===== src/rtl/casc_intc.sv =====
module casc_intc #(
  parameter int LEVELS = 8,
  parameter int IDW = $clog2(LEVELS)
) (
  input  logic              clk,
  input  logic              rst_n,
  input  logic              role_master,
  input  logic [LEVELS-1:0] irq_in,
  input  logic              cfg_we,
  input  logic [1:0]        cfg_addr,
  input  logic [7:0]        cfg_data,
  input  logic              eoi,
  input  logic              inta,
  input  logic [IDW-1:0]    cas_in,
  output logic [IDW-1:0]    cas_out,
  output logic              int_out,
  output logic [7:0]        data_out,
  output logic              data_oe
);
  localparam int VW = 8 - IDW;

  typedef enum logic [2:0] {ST_IDLE, ST_P1, ST_P1H, ST_GAP, ST_P2, ST_P2H} st_t;

  st_t st;
  logic [LEVELS-1:0] irr, imr, isr, isr_nxt, attach, pend;
  logic [VW-1:0] base_q;
  logic [IDW-1:0] slv_id, lvl_q, cas_q, win_idx, top_idx;
  logic aeoi, valid_q, inv_q, drv_q;
  logic win_any, isr_any, req_ok, match, start_ack;

  always_comb begin
    pend = irr & ~imr;
    win_any = 1'b0;
    win_idx = '0;
    for (int i = LEVELS - 1; i >= 0; i--)
      if (pend[i]) begin
        win_any = 1'b1;
        win_idx = IDW'(i);
      end
    isr_any = 1'b0;
    top_idx = '0;
    for (int i = LEVELS - 1; i >= 0; i--)
      if (isr[i]) begin
        isr_any = 1'b1;
        top_idx = IDW'(i);
      end
  end

  assign req_ok    = win_any && (!isr_any || win_idx < top_idx);
  assign start_ack = (st == ST_IDLE) && inta;
  assign match     = !role_master && (st == ST_P1) && (cas_in == slv_id);

  always_comb begin
    isr_nxt = isr;
    if (eoi && isr_any) isr_nxt[top_idx] = 1'b0;
    if (start_ack && role_master && req_ok) isr_nxt[win_idx] = 1'b1;
    if (match && req_ok) isr_nxt[win_idx] = 1'b1;
    if (st == ST_GAP && inta && aeoi && inv_q && valid_q) isr_nxt[lvl_q] = 1'b0;
  end

  always_ff @(posedge clk) begin
    if (!rst_n) begin
      st      <= ST_IDLE;
      irr     <= '0;
      imr     <= '1;
      isr     <= '0;
      attach  <= '0;
      base_q  <= '0;
      slv_id  <= '0;
      aeoi    <= 1'b0;
      lvl_q   <= '0;
      cas_q   <= '0;
      valid_q <= 1'b0;
      inv_q   <= 1'b0;
      drv_q   <= 1'b0;
    end else begin
      irr <= irq_in;
      isr <= isr_nxt;
      if (cfg_we)
        case (cfg_addr)
          2'd0: base_q <= cfg_data[7:IDW];
          2'd1: imr <= cfg_data[LEVELS-1:0];
          2'd2: begin
            attach <= cfg_data[LEVELS-1:0];
            slv_id <= cfg_data[IDW-1:0];
          end
          default: aeoi <= cfg_data[0];
        endcase
      case (st)
        ST_IDLE: if (inta) st <= ST_P1;
        ST_P1:   st <= inta ? ST_P1H : ST_GAP;
        ST_P1H:  if (!inta) st <= ST_GAP;
        ST_GAP:  if (inta) st <= ST_P2;
        ST_P2:   st <= inta ? ST_P2H : ST_IDLE;
        default: if (!inta) st <= ST_IDLE;
      endcase
      if (start_ack) begin
        valid_q <= role_master && req_ok;
        lvl_q   <= (role_master && req_ok) ? win_idx : '1;
        inv_q   <= role_master;
        drv_q   <= role_master && !(req_ok && attach[win_idx]);
        cas_q   <= (role_master && req_ok && attach[win_idx]) ? win_idx : '0;
      end
      if (match) begin
        inv_q   <= 1'b1;
        drv_q   <= 1'b1;
        valid_q <= req_ok;
        lvl_q   <= req_ok ? win_idx : '1;
      end
      if ((st == ST_P2 || st == ST_P2H) && !inta) cas_q <= '0;
    end
  end

  assign int_out  = req_ok;
  assign cas_out  = role_master ? cas_q : '0;
  assign data_oe  = (st == ST_P2 || st == ST_P2H) && drv_q;
  assign data_out = data_oe ? {base_q, lvl_q} : 8'h00;

  assert_cas_hold_R1: assert property (@(posedge clk) disable iff (!rst_n)
    (st == ST_P1H || st == ST_GAP || st == ST_P2 || st == ST_P2H) |-> $stable(cas_out));

  assert_slave_cas_quiet_R1: assert property (@(posedge clk) disable iff (!rst_n)
    !role_master |-> cas_out == '0);

  assert_vector_after_pulse_R4: assert property (@(posedge clk) disable iff (!rst_n)
    $rose(data_oe) |-> $past(inta));

  assert_master_inservice_R5: assert property (@(posedge clk) disable iff (!rst_n)
    (role_master && st == ST_P1 && valid_q) |-> isr[lvl_q]);

  assert_eoi_single_R10: assert property (@(posedge clk) disable iff (!rst_n)
    (eoi && isr != '0 && st == ST_IDLE && !inta) |=> $countones(isr) == $countones($past(isr)) - 1);
endmodule


===== config.mk =====
export PLATFORM = sky130hd
export DESIGN_NAME = casc_intc
export DESIGN_NICKNAME = d
export VERILOG_FILES = /design/src/rtl/casc_intc.sv
export SDC_FILE = /design/constraint.sdc
export NUM_CORES = 1
export LEC_CHECK = 0
export BUFFER_PORTS_ARGS = -buffer_cell sky130_fd_sc_hd__buf_2
export CORE_ASPECT_RATIO = 2
export CORE_MARGIN = 2
export CORE_UTILIZATION = 35
export CTS_CLUSTER_DIAMETER = 50
export CTS_CLUSTER_SIZE = 40
export DETAILED_ROUTE_END_ITERATION = 8
export PLACE_DENSITY_LB_ADDON = 0.25
export SETUP_SLACK_MARGIN = 0.02
export SYNTH_ARGS = -nofsm -noshare
export SYNTH_HDL_FRONTEND = slang
export SYNTH_SLANG_ARGS = --single-unit

===== constraint.sdc =====
create_clock -name clk -period 4 [get_ports clk]
set_input_delay 0.6 -clock clk [delete_from_list [all_inputs] [get_ports clk]]
set_output_delay 0.6 -clock clk [all_outputs]
set_load 0.05 [all_outputs]

==> summary.md <==
| Metric | Value |
|---|---|
| Syn Nets | 331 |
| Layout cells sized above 1 | 0.176 |
| R2R setup slack | 1.08 ns |
| Tightest Pin Transition | 0.852 ns |
| # hold bufs at CTS | 0 |
| Post-synth ARST share | 0 |
| Pre-CTS WS | 1.09 ns |
| WL/cell | 15.0 um |
| H-tree levels | 2 |
| First-pass DRT Iterations | 4 |
| DP Wirelength | 5070 um |
| RR Endpoint | drv_q$_SDFFE_PN0P_ |
| Buffers on Ports | 39 |
| Final Power | 1.15 mW |
| Die width | 64.4 um |
| First-pass GRT wire length | 11100 um |
| Post-Synthesis Cells | 302 |
| DRC | 0 |
| Met3 Usage GRT | 0.0334 |
| Power per cell area | 384 nW/um^2 |
| Arr. time, crit path | 2.64 ns |
| Grt total ovfl | 0 |
| Post-CTS resize count | 0 |
| Setup ws final | 0.765 ns |
| DIE HEIGHT | 125 um |
| R2R cell count | 11 |
| # setup viols final | 0 |
| Yosys reg bits | 50 |
| Tcrit/Tclk final | 0.809 |
| Area Overhead vs Synth | 17.4% |
| Worst hold-check path type | register to register |
| Worst hold slack | 0.455 ns |
| Syn avg cell area | 8.46 sq um |
| Iter 0 DRT Violations | 160 |
| Max Fanout on Critical Path | 7 |
| Slew HR | 0.431 |
| Starting Density | 0.357 |
| Clock Latency Late Sink | 0.29 ns |
| DP Area | 2840 sq um |
| Num CTS Buffers | 5 |
| Max Freq | 0.309 GHz |
| Number of synthesized flops with an enable pin | 0 |
| Routing usage on met1 | 0.201 |
| Die Area | 8040 sq um |
| Final Max Slew Viols | 0 |
| Final TNS setup | 0 ns |
| Distinct cells, synth | 52 |
| Peak supply drop | 301 uV |
| Deepest clock path buffer count | 2 |
| Drt via density | 5.32 |
| Endpoints failing hold | 0 |
| Kind of critical path | register to output port |
| CTS root buf | clkbuf_16 |
| I/O Pins | 40 |
| ANT cells | 0 |
| Row Count | 44 |
| Main synth FF type | dfxtp_1 |
| Post-CTS setup buffers | 0 |
| CP Data Required Time | 3.40 ns |
| Sink Count | 50 |
| GRT busiest layer | met2 |
| Routed Antenna Nets | 0 |
| Tmin final | 3.24 ns |
| Nets | 369 |
| Largest net degree at the start of global routing | 30 |
| RSZ-0062 raised after global routing | false |
| Cell area after synthesis | 2560 sq um |
| Via Count | 2305 |
| Final clock skew | 0.00765 ns |
| Inst Count DP | 425 |
| Startpoint Class | register |
| Setup crit start | imr[7]$_SDFFE_PN1P_ |
| GR Util All Layers | 0.176 |
| Largest cells by area after synthesis | dfxtp_1 39%, mux2i_1 6.3%, nand2_1 5.4% |
| Leakage | 1.32 nW |
| Core Area | 7160 sq um |
| Synth top area share | 0.392 |
| Max_cap viols | 0 |
| Met2 usage | 0.300 |
| Crit path to | int_out |
| Fin cells | 433 |
| Antenna violations before repair | 0 |
| RR Startpoint | imr[7]$_SDFFE_PN1P_ |
| Gp weighted congestion | 0.860 |
| CTS tree | yes |
| Sequential fraction of the synthesis area | 0.392 |
| Setup crit end kind | output port |
| Status | complete, no violations |
| Final instance area | 3000 sq um |
| Synth Warn # | 0 |
| Routed WL | 6490 um |
| Post-Route Utilization | 0.419 |
| Vias in the first global route | 2345 |
| CTS clk-pin slew, worst paths | 0.06 ns |
| Area leader, netlist | dfxtp_1 |
-- final cells by class --
type / instances / area, sq um
Tap cell: 92 / 115
Clock buffer: 5 / 125
Sequential cell: 50 / 1000
Timing Repair Buffer: 39 / 195
Multi-Input combinational cell: 236 / 1490
Clock inverter: 3 / 40.0
Fill cell: 761 / 4160
Inverter: 8 / 30.0
-- worst min-delay path by stage --
stage	slack, ns	cells after the start	from	endpoint
floorplan	0.41	2	cas_q[0]$_SDFFE_PP0P_	cas_q[0]$_SDFFE_PP0P_
global placement	0.44	2	cas_q[0]$_SDFFE_PP0P_	cas_q[0]$_SDFFE_PP0P_
detailed placement	0.44	2	cas_q[0]$_SDFFE_PP0P_	cas_q[0]$_SDFFE_PP0P_
CTS	0.46	2	cas_q[2]$_SDFFE_PP0P_	cas_q[2]$_SDFFE_PP0P_
global route	0.49	2	cas_q[0]$_SDFFE_PP0P_	cas_q[0]$_SDFFE_PP0P_
finish	0.46	2	cas_q[0]$_SDFFE_PP0P_	cas_q[0]$_SDFFE_PP0P_
-- Yosys cell counts (all sizes together), types with 7 or more instances --
cell / number
dfxtp: 50
nand2: 37
nor2: 33
and2: 20
nand3: 17
mux2i: 16
o21ai: 14
a21oi: 13
nand2b: 10
nor2b: 8
clkbuf: 7
inv: 7
-- power breakdown --
group	total, mW	switching (mW)	internal (mW)
logic	0.136	0.0787	0.0574
registers	0.541	0.0213	0.520
clock network	0.473	0.181	0.293
total	1.15	0.281	0.870
-- state kept, by name (all words and copies together), names as in the netlist --
signal and cells:
attach 8, st 3, drv_q 1, valid_q 1, cas_q 3, base_q 5, lvl_q 3, inv_q 1
irr 8, aeoi 1, isr 8, imr 8
-- worst max-delay path: stages (launching register included) --
cell	delay (ns)
dfxtp_1	0.32
nand2b_1	0.16
a211oi_1	0.56
o21ai_0	0.28
inv_1	0.10
ha_1	0.16
a21oi_1	0.09
a32oi_2	0.32
a21oi_1	0.13
buf_2	0.23
-- cell families (layout without fill, tap and decap cells) --
group | count (synthesis) | after routing | synth area share
simple gates | 156 | 156 | 0.330
compound gates | 59 | 59 | 0.172
flops | 50 | 50 | 0.392
mux | 16 | 16 | 0.0627
buf+inv | 16 | 55 | 0.0240
xor+xnor | 3 | 3 | 0.0103
fa+ha+maj | 2 | 2 | 0.00979
-- per-layer routing --
metal | part of all wire | routed length (um)
met3 | 0.050 | 327
met2 | 0.50 | 3270
met1 | 0.40 | 2610
met4 | 0.043 | 277
met5 | 0 | 0
-- cell usage in the layout (no fill, tap or decap), drive strengths merged, types with 2 or more instances in the layout --
cell,synthesis,final
a211oi,4,4
a21o,3,3
a21oi,13,13
a221oi,2,2
a2bb2oi,3,3
a32oi,2,2
and2,20,20
and3,5,5
and4,3,3
buf,1,39
clkbuf,7,5
clkinv,1,3
dfxtp,50,50
ha,2,2
inv,7,7
mux2i,16,16
nand2,37,37
nand2b,10,10
nand3,17,17
nand3b,4,4
nand4,3,3
nand4b,2,2
nor2,33,33
nor2b,8,8
nor3,6,6
nor3b,2,2
o21a,3,3
o21ai,14,14
o31ai,2,2
o41ai,2,2
xnor2,3,3
(Power assumes the default switching activity.)
